==> config.mk <==
export PLATFORM = sky130hd
export DESIGN_NAME = pt_walker
export DESIGN_NICKNAME = d
export VERILOG_FILES = /design/src/rtl/ptw_pkg.sv /design/src/rtl/ptw_decode.sv /design/src/rtl/ptw_leaf.sv /design/src/rtl/ptw_bounds.sv /design/src/rtl/pt_walker.sv
export SDC_FILE = /design/constraint.sdc
export NUM_CORES = 1
export LEC_CHECK = 0
export BUFFER_PORTS_ARGS = -buffer_cell sky130_fd_sc_hd__buf_2
export CORE_MARGIN = 2
export CORE_UTILIZATION = 29
export CTS_BUF_LIST = sky130_fd_sc_hd__clkbuf_4 sky130_fd_sc_hd__clkbuf_8
export CTS_CLUSTER_DIAMETER = 200
export DETAILED_ROUTE_END_ITERATION = 10
export GPL_TIMING_DRIVEN = 0
export PLACE_DENSITY = 0.48
export SETUP_SLACK_MARGIN = 0.2
export SYNTH_ARGS = -nofsm -noshare
export SYNTH_HDL_FRONTEND = slang
export SYNTH_HIERARCHICAL = 1
export SYNTH_SLANG_ARGS = --single-unit
==> constraint.sdc <==
create_clock -name clk -period 6.7 [get_ports clk]
set_input_delay 0.67 -clock clk [delete_from_list [all_inputs] [get_ports clk]]
set_output_delay 0.67 -clock clk [all_outputs]
set_load 0.005 [all_outputs]
==> src/rtl/ptw_pkg.sv <==
package ptw_pkg;
  localparam int FLAG_VALID = 0;
  localparam int FLAG_REF   = 1;
  localparam int FLAG_DIRTY = 2;
  localparam int FLAG_W     = 3;

  typedef enum logic [2:0] {
    ST_IDLE, ST_LOOKUP, ST_FETCH_L1, ST_FETCH_L2, ST_WRITEBACK, ST_FINISH
  } walk_state_e;

  typedef enum logic [1:0] {
    CAUSE_NONE, CAUSE_ALIGN, CAUSE_ACCESS, CAUSE_PAGE
  } fault_cause_e;
endpackage

==> src/rtl/ptw_decode.sv <==
module ptw_decode #(
  parameter int AW  = 32,
  parameter int SHW = 16
) (
  input  logic [AW-1:0]    va,
  input  logic [2*SHW-1:0] shifts,
  output logic [AW-1:0]    page_mask,
  output logic [AW-1:0]    l1_idx,
  output logic [AW-1:0]    l2_idx,
  output logic             two_level
);
  localparam int SA_W = $clog2(AW);

  logic [SHW-1:0]  l1_field, pg_field;
  logic [SA_W-1:0] l1_sh, pg_sh, l2_bits;

  assign l1_field  = shifts[SHW-1:0];
  assign pg_field  = shifts[2*SHW-1:SHW];
  assign l1_sh     = l1_field[SA_W-1:0];
  assign pg_sh     = pg_field[SA_W-1:0];
  assign l2_bits   = l1_sh - pg_sh;
  assign two_level = (l1_field != pg_field);
  assign page_mask = ~({AW{1'b1}} << pg_sh);
  assign l1_idx    = (va & ~page_mask) >> l1_sh;
  assign l2_idx    = (va >> pg_sh) & ~({AW{1'b1}} << l2_bits);
endmodule

==> src/rtl/ptw_leaf.sv <==
module ptw_leaf
  import ptw_pkg::*;
#(
  parameter int AW = 32
) (
  input  logic [AW-1:0] ent,
  input  logic [AW-1:0] page_mask,
  input  logic [AW-1:0] va,
  input  logic          wr,
  output logic          valid,
  output logic [AW-1:0] pa,
  output logic [AW-1:0] wb_data
);
  localparam logic [AW-1:0] FLAG_MASK = (AW'(1) << FLAG_W) - AW'(1);
  localparam logic [AW-1:0] REF_BIT   = AW'(1) << FLAG_REF;
  localparam logic [AW-1:0] DIRTY_BIT = AW'(1) << FLAG_DIRTY;

  assign valid   = ent[FLAG_VALID];
  assign pa      = (ent & ~(page_mask | FLAG_MASK)) | (va & page_mask);
  assign wb_data = ent | REF_BIT | (wr ? DIRTY_BIT : '0);
endmodule

==> src/rtl/ptw_bounds.sv <==
module ptw_bounds #(
  parameter int            AW        = 32,
  parameter logic [AW-1:0] MEM_LIMIT = 32'h0020_0000,
  parameter logic [AW-1:0] IO_BASE   = 32'hFFF0_0000,
  parameter logic [AW-1:0] IO_SPAN   = 32'h000F_FFFF
) (
  input  logic [AW-1:0] pa,
  output logic          ok
);
  localparam logic [AW-1:0] IO_TOP = IO_BASE + IO_SPAN;

  assign ok = (pa <= MEM_LIMIT) || ((pa >= IO_BASE) && (pa <= IO_TOP));
endmodule

==> src/rtl/pt_walker.sv <==
module pt_walker
  import ptw_pkg::*;
#(
  parameter int            AW        = 32,
  parameter int            SHW       = 16,
  parameter logic [AW-1:0] MEM_LIMIT = 32'h0020_0000,
  parameter logic [AW-1:0] IO_BASE   = 32'hFFF0_0000,
  parameter logic [AW-1:0] IO_SPAN   = 32'h000F_FFFF
) (
  input  logic           clk,
  input  logic           rst,
  input  logic           start_i,
  input  logic [AW-1:0]  vaddr_i,
  input  logic           write_i,
  input  logic           user_i,
  input  logic           xlate_en_i,
  input  logic [AW-1:0]  cfg_base_i,
  input  logic [2*SHW-1:0] cfg_shift_i,
  input  logic [AW-1:0]  cfg_l1_size_i,
  output logic           mem_req_o,
  output logic           mem_we_o,
  output logic [AW-1:0]  mem_addr_o,
  output logic [AW-1:0]  mem_wdata_o,
  input  logic [AW-1:0]  mem_rdata_i,
  output logic           done_o,
  output logic           fault_o,
  output logic [1:0]     fault_cause_o,
  output logic [AW-1:0]  paddr_o,
  output logic [AW-1:0]  fault_vaddr_o
);
  walk_state_e  state;
  logic         phase;
  logic [AW-1:0] req_va;
  logic         req_wr, req_xl;
  logic [AW-1:0] pa_r, fva_r, addr_r, wdata_r;
  logic         req_r, we_r, done_r, fault_r;
  fault_cause_e cause_r;

  logic [AW-1:0] page_mask, l1_idx, l2_idx;
  logic          two_level;
  logic          leaf_valid;
  logic [AW-1:0] leaf_pa, leaf_wb;
  logic          pa_ok;

  ptw_decode #(.AW(AW), .SHW(SHW)) u_decode (
    .va(req_va), .shifts(cfg_shift_i), .page_mask(page_mask),
    .l1_idx(l1_idx), .l2_idx(l2_idx), .two_level(two_level)
  );

  ptw_leaf #(.AW(AW)) u_leaf (
    .ent(mem_rdata_i), .page_mask(page_mask), .va(req_va), .wr(req_wr),
    .valid(leaf_valid), .pa(leaf_pa), .wb_data(leaf_wb)
  );

  ptw_bounds #(.AW(AW), .MEM_LIMIT(MEM_LIMIT), .IO_BASE(IO_BASE), .IO_SPAN(IO_SPAN)) u_bounds (
    .pa(pa_r), .ok(pa_ok)
  );

  always_ff @(posedge clk) begin
    if (rst) begin
      state   <= ST_IDLE;
      phase   <= 1'b0;
      req_va  <= '0;
      req_wr  <= 1'b0;
      req_xl  <= 1'b0;
      pa_r    <= '0;
      fva_r   <= '0;
      addr_r  <= '0;
      wdata_r <= '0;
      req_r   <= 1'b0;
      we_r    <= 1'b0;
      done_r  <= 1'b0;
      fault_r <= 1'b0;
      cause_r <= CAUSE_NONE;
    end else begin
      done_r  <= 1'b0;
      fault_r <= 1'b0;
      req_r   <= 1'b0;
      we_r    <= 1'b0;
      case (state)
        ST_IDLE: begin
          if (start_i) begin
            req_va <= vaddr_i;
            req_wr <= write_i;
            req_xl <= user_i && xlate_en_i;
            state  <= ST_LOOKUP;
          end
        end
        ST_LOOKUP: begin
          if (req_va[1:0] != 2'b00) begin
            fault_r <= 1'b1;
            cause_r <= CAUSE_ALIGN;
            state   <= ST_IDLE;
          end else if (!req_xl) begin
            pa_r  <= req_va;
            state <= ST_FINISH;
          end else if (l1_idx >= cfg_l1_size_i) begin
            fault_r <= 1'b1;
            cause_r <= CAUSE_ACCESS;
            state   <= ST_IDLE;
          end else begin
            req_r  <= 1'b1;
            addr_r <= cfg_base_i + (l1_idx << 2);
            phase  <= 1'b0;
            state  <= ST_FETCH_L1;
          end
        end
        ST_FETCH_L1, ST_FETCH_L2: begin
          if (!phase) begin
            phase <= 1'b1;
          end else begin
            phase <= 1'b0;
            if (state == ST_FETCH_L1 && two_level) begin
              if (mem_rdata_i == '0) begin
                fault_r <= 1'b1;
                cause_r <= CAUSE_PAGE;
                state   <= ST_IDLE;
              end else begin
                req_r  <= 1'b1;
                addr_r <= mem_rdata_i + (l2_idx << 2);
                state  <= ST_FETCH_L2;
              end
            end else if (!leaf_valid) begin
              fault_r <= 1'b1;
              cause_r <= CAUSE_PAGE;
              fva_r   <= req_va & ~page_mask;
              state   <= ST_IDLE;
            end else begin
              req_r   <= 1'b1;
              we_r    <= 1'b1;
              wdata_r <= leaf_wb;
              pa_r    <= leaf_pa;
              state   <= ST_WRITEBACK;
            end
          end
        end
        ST_WRITEBACK: state <= ST_FINISH;
        ST_FINISH: begin
          if (pa_ok) begin
            done_r  <= 1'b1;
            cause_r <= CAUSE_NONE;
          end else begin
            fault_r <= 1'b1;
            cause_r <= CAUSE_ACCESS;
          end
          state <= ST_IDLE;
        end
        default: state <= ST_IDLE;
      endcase
    end
  end

  assign mem_req_o     = req_r;
  assign mem_we_o      = we_r;
  assign mem_addr_o    = addr_r;
  assign mem_wdata_o   = wdata_r;
  assign done_o        = done_r;
  assign fault_o       = fault_r;
  assign fault_cause_o = cause_r;
  assign paddr_o       = pa_r;
  assign fault_vaddr_o = fva_r;

  // no table traffic for a misaligned request
  a_r1_no_fetch_misaligned: assert property (@(posedge clk) disable iff (rst)
    mem_req_o |-> (req_va[1:0] == 2'b00));

  // untranslated results are the identity
  a_r2_bypass_identity: assert property (@(posedge clk) disable iff (rst)
    (done_o && !req_xl) |-> (paddr_o == req_va));

  // bypass never touches memory
  a_r2_bypass_no_mem: assert property (@(posedge clk) disable iff (rst)
    (mem_req_o && state != ST_IDLE) |-> req_xl);

  // second level only when the shifts differ
  a_r6_single_fetch: assert property (@(posedge clk) disable iff (rst)
    (state == ST_FETCH_L2) |-> two_level);

  // write-back carries valid and referenced, and dirty on writes
  a_r9_wb_flags: assert property (@(posedge clk) disable iff (rst)
    mem_we_o |-> (mem_wdata_o[FLAG_VALID] && mem_wdata_o[FLAG_REF]));

  a_r9_wb_dirty: assert property (@(posedge clk) disable iff (rst)
    (mem_we_o && req_wr) |-> mem_wdata_o[FLAG_DIRTY]);

  // a completed translation is inside memory or the I/O window
  a_r11_range_ok: assert property (@(posedge clk) disable iff (rst)
    done_o |-> pa_ok);

  // one-cycle, mutually exclusive result pulses
  a_r12_exclusive: assert property (@(posedge clk) disable iff (rst)
    $onehot0({done_o, fault_o}));

  a_r12_pulse: assert property (@(posedge clk) disable iff (rst)
    (done_o || fault_o) |=> !(done_o || fault_o));
endmodule

==> flow_summary.yaml, run 1 <==
layout:
  final.fill_count: 6048
  final_cell_mix: "nand2_1 (390), buf_2 (327), a21oi_1 (209)"
  antennaDiodeCount: 0
  final_util_pct: 34.6
  final_common_cell: "nand2_1"
  syn_to_final_growth_pct: 17.7
  nets: 2735
  drive_above_1_share_pct: 20.8
  stdcell_count: 3233
power:
  power.share.sequential_pct: 35.9
  p_total_mw: 3.65
  swShare_pct: 44.4
  power.share.clock_pct: 21.5
  power.switching_mw: 1.62
  combPwrFrac_pct: 42.6
  p_int_mw: 2.03
  vdd_drop_max_uv: 126
  pwr_density_cell_nw_per_um2: 192
  p_leak_nw: 8.10
routing:
  wl_met2_um: 39000
  ant_nets: 0
  wl_per_cell_um: 26.1
  first_iter_violations: 1857
  vias_per_cell: 5.76
  first_pass_iters: 6
  route.met3.wl_um: 5570
  top_layer_used: "met4"
  drt_wl_total_um: 84400
  drc: 0
  via_count: 18608
  wl_met1_um: 36600
sta:
  max_freq_mhz: 161
  setup_viol: 0
  layout_setup_ws_ns: 0.476
  final_hold_viol_count: 0
  relSlewSlack_pct: 13.0
  worstMarginPinSlew_ns: 1.29
  fin_crit_sh_pct: 92.9
  slew_violations: 0
  period_minus_slack_ns: 6.22
  rsz0062_at_grt: "false"
  fin_skew_ns: 0.0243
  tns_ns: 0
setup_path:
  r2r_end: "mem_addr_o[19]"
  critical_path.max_fanout: 10
  worst_ep_arrival_time_ns: 6.68
  critPathKind: "primary input to flip-flop"
  r2r_cells: 15
  startpoint_type: "primary input"
  required_ns: 7.16
  critPathCaptureType: "flip-flop"
  r2r_slack_ns: 0.48
  rr_startpoint: "req_va[21]"
floorplan:
  die_h_um: 240
  pin_count: 300
  die_x_um: 240
  dieArea_um2: 57700
  fp.coreArea_um2: 55100
  num_rows: 86
  start_util_pct: 29.4
clocking:
  clk_latency_ns: 0.54
  h-tree-depth: 4
  clock_path_buffers: 2
  postCtsHoldBufs: 0
  cts.clk_slew.worst_paths_ns: 0.10
  post_cts_buffers: 0
  cts_buffers: 17
  clock_sinks: 172
  post_cts_resized: 0
  cts_tree: "yes"
  root_buffer: "clkbuf_8"
worst_hold_path:
  min_to: "req_va[5]"
  hold_depth: 3
  worstHoldStart: "vaddr_i[5]"
  min_path_type: "primary input to flip-flop"
yosys:
  yosysWarnings: 6
  netlist_area_um2: 16200
  syn_avg_cell_area_um2: 7.52
  synth_nets: 2417
  synthCells: 2154
placement:
  place.gp.congestion: 0.974
  dp_hpwl_um: 68400
  portBuffers: 299
  pre_cts_slack_ns: -0.135
  placed_cells: 3201
global_routing:
  grt.total_usage_pct: 28.6
  grt_pass1_vias: 17868
  antenna_found_initial: 0
  grt_start_max_net_pins: 18
  grt_pass1_wl_um: 121000
  grt.overflow.total: 0
job:
  drv_cap: 0
outcome:
  run_status: "finished, final reports clean"
==> final cells by class <==
type	instances	area (um^2)	area share (%)
well taps	748	936	4.91
plain buffers	180	902	4.74
multi-input cells	1727	11600	60.9
clock buffers	18	248	1.30
clock inverters	14	151	0.795
flip-flops and latches	172	3440	18.1
repair buffers	299	1500	7.85
inverters	75	282	1.48
==> layer usage <==
layer	GRT usage, %	vias up
met3	3.66	168
met2	46.6	827
met1	38.4	9070
met4	10.8	0
li1	-	8543
met5	0	-
==> worst max-delay path by stage <==
stage                     endpoint  slack, ns            start
floorplan           mem_addr_o[28]       1.41  cfg_shift_i[18]
global placement    mem_addr_o[26]      -0.16   cfg_shift_i[1]
detailed placement  mem_addr_o[18]      -0.13  cfg_shift_i[17]
CTS                 mem_addr_o[18]       0.45  cfg_shift_i[17]
global route        mem_addr_o[22]       0.22  cfg_shift_i[18]
finish              mem_addr_o[22]       0.48  cfg_shift_i[18]
==> stage by stage <==
step	cell area [um^2]	hold slack, ns
after floorplan	16200	0.432
after detailed placement	18600	0.445
after CTS	19000	0.332
after global routing	19100	0.359
after global placement	18600	0.438
final	19100	0.366
==> critical path, stage by stage <==
cell      delay [ns]
buf_2           0.13
buf_2           0.18
buf_2           0.23
inv_1           0.18
buf_2           0.34
buf_2           0.33
ha_1            0.35
nor2b_1         0.16
o21ai_1         0.18
nand2_1         0.12
xor2_2          0.26
and2_1          0.24
clkbuf_1        0.20
a221oi_1        0.46
ha_1            0.32
inv_1           0.07
fa_1            0.37
nand2b_1        0.19
a21o_1          0.21
a21oi_1         0.36
a2111o_1        0.26
nand4_1         0.10
a311o_1         0.42
o31a_1          0.14
a211oi_2        0.20
==> sequential cells by signal (all words and copies together), names as in the netlist <==
| register | cells |
|---|---|
| fault_cause_o | 2 |
| fault_vaddr_o | 32 |
| state | 3 |
| done_o | 1 |
| req_va | 32 |
| mem_req_o | 1 |
| req_xl | 1 |
| phase | 1 |
| fault_o | 1 |
| mem_addr_o | 32 |
| mem_wdata_o | 32 |
| paddr_o | 32 |
| req_wr | 1 |
| mem_we_o | 1 |
==> power by group through the flow <==
stage | clock (mW) | combinational (mW) | sequential (mW)
finish | 0.785 | 1.56 | 1.31
floorplan | 0 | 0.977 | 1.24
CTS | 0.804 | 1.53 | 1.30
global placement | 0 | 1.52 | 1.33
global route | 0.831 | 1.69 | 1.32
detailed placement | 0 | 1.53 | 1.33
Note: power is estimated with default switching activity, not from simulation.
==> run 2: changes to the inputs <==
--- a/config.mk
+++ b/config.mk
@@ -5,14 +5,14 @@
 export SDC_FILE = /design/constraint.sdc
 export NUM_CORES = 1
 export LEC_CHECK = 0
-export BUFFER_PORTS_ARGS = -buffer_cell sky130_fd_sc_hd__buf_2
 export CORE_MARGIN = 2
 export CORE_UTILIZATION = 29
 export CTS_BUF_LIST = sky130_fd_sc_hd__clkbuf_4 sky130_fd_sc_hd__clkbuf_8
 export CTS_CLUSTER_DIAMETER = 200
 export DETAILED_ROUTE_END_ITERATION = 10
+export DONT_BUFFER_PORTS = 1
 export GPL_TIMING_DRIVEN = 0
-export PLACE_DENSITY = 0.48
+export PLACE_DENSITY = 0.44
 export SETUP_SLACK_MARGIN = 0.2
 export SYNTH_ARGS = -nofsm -noshare
 export SYNTH_HDL_FRONTEND = slang
==> constraint.sdc (replaced) <==
create_clock -name clk -period 6.7 [get_ports clk]
set_input_delay 0.335 -clock clk [delete_from_list [all_inputs] [get_ports clk]]
set_output_delay 0.335 -clock clk [all_outputs]
set_load 0.005 [all_outputs]
==> run 2 against run 1 <==
Against the previous run:
- clock-buffer cell count rose by 2
- cell count fell by 6.9%
- die area did not move
- worst hold slack got worse by 0.22 ns
- non-clock buffer count fell by 227
- total power fell by 1.7%
- largest power group unchanged
- combinational power fell by 8%
- fmax rose by 0.73%
==> flow_summary.yaml, run 2 (synthesis results as in run 1) <==
power:
  pwr_density_cell_nw_per_um2: 196
  vdd_drop_max_uv: 188
  p_leak_nw: 7.03
routing:
  via_count: 17801
  first_iter_violations: 1927
  drc: 0
  drt_wl_total_um: 83900
  ant_nets: 0
  wl_per_cell_um: 27.9
  vias_per_cell: 5.91
  first_pass_iters: 6
clocking:
  cts.clk_slew.worst_paths_ns: 0.10
  cts_buffers: 17
  root_buffer: "clkbuf_8"
  clock_path_buffers: 2
  clock_sinks: 172
  clk_latency_ns: 0.57
  h-tree-depth: 4
  cts_tree: "yes"
  post_cts_buffers: 0
placement:
  dp_hpwl_um: 67800
  portBuffers: 0
  place.gp.congestion: 0.982
floorplan:
  fp.coreArea_um2: 55100
  die_h_um: 240
  pin_count: 300
  dieArea_um2: 57700
  die_x_um: 240
  num_rows: 86
  start_util_pct: 29.4
outcome:
  run_status: "finished, final reports clean"
setup_path:
  critPathCaptureType: "flip-flop"
  startpoint_type: "flip-flop"
  required_ns: 7.16
  critical_path.max_fanout: 11
  worst_ep_arrival_time_ns: 6.64
  critPathKind: "flip-flop to flip-flop"
sta:
  max_freq_mhz: 162
  tns_ns: 0
  final_hold_viol_count: 0
  rsz0062_at_grt: "false"
  relSlewSlack_pct: 9.89
  worstMarginPinSlew_ns: 1.34
  setup_viol: 0
  fin_crit_sh_pct: 92.2
  slew_violations: 0
  fin_skew_ns: 0.0202
  period_minus_slack_ns: 6.18
layout:
  syn_to_final_growth_pct: 13.0
  nets: 2508
  final_common_cell: "nand2_1"
  final_util_pct: 33.2
  drive_above_1_share_pct: 9.61
  final_cell_mix: "nand2_1 (390), a21oi_1 (209), dfxtp_1 (172)"
  final.fill_count: 5984
worst_hold_path:
  min_path_type: "primary input to flip-flop"
global_routing:
  grt_pass1_wl_um: 119000
  grt.overflow.total: 0
  grt_pass1_vias: 16924
  grt.total_usage_pct: 28.6
  antenna_found_initial: 1
  grt_start_max_net_pins: 17
job:
  drv_cap: 0
## run 2: cell types whose count changed in the layout (fill, tap and decap cells not counted), sizes merged
cell         before  now
clkinv            8   10
buf             386   88
bufinv            1    2
diode             0    4
inv              78   74
dlygate4sd3       0   71
clkbuf          111  113
clkinvlp          2    1
## run 2: through the flow
stage          cells  hold slack [ns]  worst slack, ns  power [mW]  instance area (um^2)
5_1_grt         3008           0.0827            0.378        3.78                 18300
2_1_floorplan   2154            0.432             1.75        2.22                 16200
3_5_place_dp    2903            0.446            0.414        2.72                 17100
3_3_place_gp    2902            0.442            0.384        2.72                 17100
6_report        3010            0.142            0.521        3.59                 18300
4_1_cts         3006           0.0683            0.460        3.59                 18300
## run 2: timing repair
item                                    in CTS  in global routing
endpoints found under the hold margin       69                  0
endpoints found under the setup margin       0                  2
hold buffers                                71                  0
resized for setup                            0                  2
## run 2: per-layer routing
layer	up-vias	global-route usage, %	wire (um)
met3	161	4.63	5070
li1	8106	-	-
met2	757	46.2	38800
met4	0	13.8	4290
met5	-	0	0
met1	8777	36.9	35700
## run 2: power breakdown
group	total, mW	switching (mW)	internal [mW]
Clock	0.825	0.459	0.365
Combinational	1.43	0.881	0.547
Sequential	1.34	0.218	1.12
## run 2: final cells by class
cell class              instances  area [um^2]  share of cell area, %
clock buffers                  20          269                   1.47
multi-input cells            1727        11600                   63.3
repair buffers                 72          722                   3.95
clock inverters                12          156                  0.855
inverters                      75          282                   1.54
plain buffers                 180          902                   4.93
flip-flops and latches        172         3440                   18.8
diodes                          4         10.0                 0.0547
well taps                     748          936                   5.11
## run 2: worst max-delay path: stages, from the launching register on
cell and delay, ns:
dfxtp_1 0.71, mux2i_1 0.16, a311oi_1 0.63, a221oi_1 0.39
mux2i_1 0.29, nor2_1 0.07, a211oi_1 0.77, ha_1 0.39
a21oi_1 0.14, o21ai_0 0.10, a21oi_1 0.14, o211ai_1 0.14
nor2_2 0.44, nand3_1 0.51, nand2_1 0.44, a311oi_1 0.15
dlygate4sd3_1 0.60
## run 2: path summary, 6_finish.rpt
path                             to       startpoint  slack, ns  depth (start not counted)
setup / recovery      mem_addr_o[0]       req_va[21]       0.52                         16
hold / removal    fault_vaddr_o[15]  cfg_shift_i[20]       0.14                          3
setup reg to reg      mem_addr_o[0]       req_va[21]       0.52                         16
hold reg to reg              req_wr           req_wr       0.46                          2
==> run 3: changes to the inputs <==
--- a/config.mk
+++ b/config.mk
@@ -12,7 +12,7 @@
 export DETAILED_ROUTE_END_ITERATION = 10
 export DONT_BUFFER_PORTS = 1
 export GPL_TIMING_DRIVEN = 0
-export PLACE_DENSITY = 0.44
+export PLACE_DENSITY_LB_ADDON = 0.1
 export SETUP_SLACK_MARGIN = 0.2
 export SYNTH_ARGS = -nofsm -noshare
 export SYNTH_HDL_FRONTEND = slang
==> run 3 against run 2 <==
Against the previous run:
- global-route usage up 0.32 points
- fmax down 0.54%
- worst hold slack worse by 0.011 ns
- clock power down 2%
- register-to-register slack worse by 0.03 ns
- critical path type unchanged
==> flow_summary.yaml, run 3 (synthesis results as in run 1) <==
outcome:
  run_status: "finished, final reports clean"
layout:
  regArea_um2: 3440
  final.fill_count: 6098
  final_common_cell: "nand2_1"
  nets: 2508
  syn_to_final_growth_pct: 13.0
  final_cell_mix: "nand2_1 (390), a21oi_1 (209), dfxtp_1 (172)"
  multiInputGateArea_um2: 11600
  final_area_um2: 18300
  drive_above_1_share_pct: 9.61
worst_hold_path:
  worstHoldStart: "cfg_shift_i[20]"
  min_to: "fault_vaddr_o[15]"
  hold_depth: 3
  min_path_type: "primary input to flip-flop"
job:
  drv_cap: 0
setup_path:
  r2r_cells: 16
  critPathCaptureType: "flip-flop"
  rr_startpoint: "req_va[21]"
  worstPathCellList: "mux2i_1, a311oi_1, a221oi_1, mux2i_1, nor2_1, a211oi_1, ha_1, a21oi_1, o21ai_0, a21oi_1, o211ai_1, nor2_2, nand3_1, nand2_1, a311oi_1, dlygate4sd3_1"
  r2r_slack_ns: 0.49
  required_ns: 7.17
  critical_path.max_fanout: 11
  r2r_end: "mem_addr_o[0]"
  worst-path-buf-inv: 1
  critPathKind: "flip-flop to flip-flop"
  worst_ep_arrival_time_ns: 6.68
  critPathTopFamily: "compound AO/OA/AOI/OAI gates"
  critPathMaxStageDelay_ns: 0.77
  startpoint_type: "flip-flop"
  crit_path_top_delay_cell: "dfxtp_1"
power:
  vdd_drop_max_uv: 189
  power.share.sequential_pct: 37.4
  p_int_mw: 1.96
  swShare_pct: 45.5
  pwr_density_cell_nw_per_um2: 196
  p_leak_nw: 7.03
  power.switching_mw: 1.64
  combPwrFrac_pct: 40.1
  power.share.clock_pct: 22.4
floorplan:
  dieArea_um2: 57700
  num_rows: 86
  start_util_pct: 29.4
  die_h_um: 240
  die_x_um: 240
  fp.coreArea_um2: 55100
  pin_count: 300
routing:
  ant_nets: 0
  via_count: 18012
  vias_per_cell: 5.98
  wl_per_cell_um: 28.5
  drc: 0
  first_pass_iters: 8
  first_iter_violations: 1864
  drt_wl_total_um: 85800
clocking:
  h-tree-depth: 4
  post_cts_buffers: 0
  cts_buffers: 17
  root_buffer: "clkbuf_8"
  cts_tree: "yes"
  clock_sinks: 172
  cts.clk_slew.worst_paths_ns: 0.11
  clk_latency_ns: 0.58
  clock_path_buffers: 2
sta:
  setup_viol: 0
  tns_ns: 0
  max_freq_mhz: 161
  fin_skew_ns: 0.0247
  slew_violations: 0
  period_minus_slack_ns: 6.21
  fin_crit_sh_pct: 92.7
  relSlewSlack_pct: 2.52
  final_hold_viol_count: 0
  worstMarginPinSlew_ns: 1.45
  rsz0062_at_grt: "false"
global_routing:
  grt_pass1_wl_um: 121000
  grt.overflow.total: 0
  grt.total_usage_pct: 28.9
  grt_start_max_net_pins: 21
  grt_pass1_vias: 17179
  antenna_found_initial: 5
placement:
  dp_hpwl_um: 68700
  place.gp.congestion: 0.976
  portBuffers: 0
  dpl_cell_area_um2: 17100
==> run 3: worst max path at each step <==
stage / start / to / cells after the start
floorplan: cfg_shift_i[18] / mem_addr_o[28] / 24
detailed placement: cfg_shift_i[16] / mem_addr_o[13] / 17
finish: req_va[21] / mem_addr_o[0] / 16
global route: req_va[21] / mem_addr_o[0] / 18
global placement: cfg_shift_i[18] / mem_addr_o[28] / 24
CTS: req_va[21] / mem_addr_o[0] / 15
==> run 3: power groups by stage <==
stage | registers, mW | clock network, mW | logic [mW]
3_5_place_dp | 1.36 | 0 | 1.37
6_report | 1.34 | 0.805 | 1.44
4_1_cts | 1.34 | 0.841 | 1.41
5_1_grt | 1.35 | 0.864 | 1.55
2_1_floorplan | 1.24 | 0 | 0.977
3_3_place_gp | 1.36 | 0 | 1.37
==> run 3: final cells by class <==
cell class	instances	share of cell area, %
buffer	180	4.93
multi-input combinational	1727	63.3
timing repair buffer	72	3.95
tap	748	5.11
sequential	172	18.8
inverter	75	1.54
antenna	5	0.0684
clock inverter	15	1.03
clock buffer	17	1.28
==> run 3: worst reg2reg max path, delay by kind of cell (launching register included) <==
family | cells | cell delay, ns
multiplexers | 2 | 0.50
adder cells (fa/ha/maj) | 1 | 0.39
AND/OR/NAND/NOR | 4 | 1.45
AO/OA/AOI/OAI | 8 | 2.43
flip-flops | 1 | 0.77
buffers and inverters | 1 | 0.60
==> run 3: per-stage QoR <==
| stage | power (mW) | worst slack [ns] | hold WS (ns) | std cells | utilization [%] |
|---|---|---|---|---|---|
| floorplan | 2.22 | 1.75 | 0.432 | 2154 | - |
| global placement | 2.73 | 0.377 | 0.442 | 2902 | 31.1 |
| detailed placement | 2.73 | 0.385 | 0.446 | 2903 | 31.1 |
| CTS | 3.59 | 0.313 | 0.0378 | 3006 | 33.2 |
| global route | 3.77 | 0.286 | 0.128 | 3011 | 33.2 |
| finish | 3.59 | 0.487 | 0.131 | 3011 | 33.2 |
==> run 3: repair_timing <==
item / in CTS / in global routing
endpoints found under the setup margin: 0 / 2
hold endpoints to repair: 69 / 0
hold buffers: 71 / 0
resized for setup: 0 / 2
==> run 3: layer usage <==
metal,vias to the layer above,wire [um],global-route usage [%]
met5,-,11,0
met4,2,3700,12.4
met3,178,6000,5.33
met2,844,39900,47.1
met1,8897,36200,37.3
li1,8091,-,-
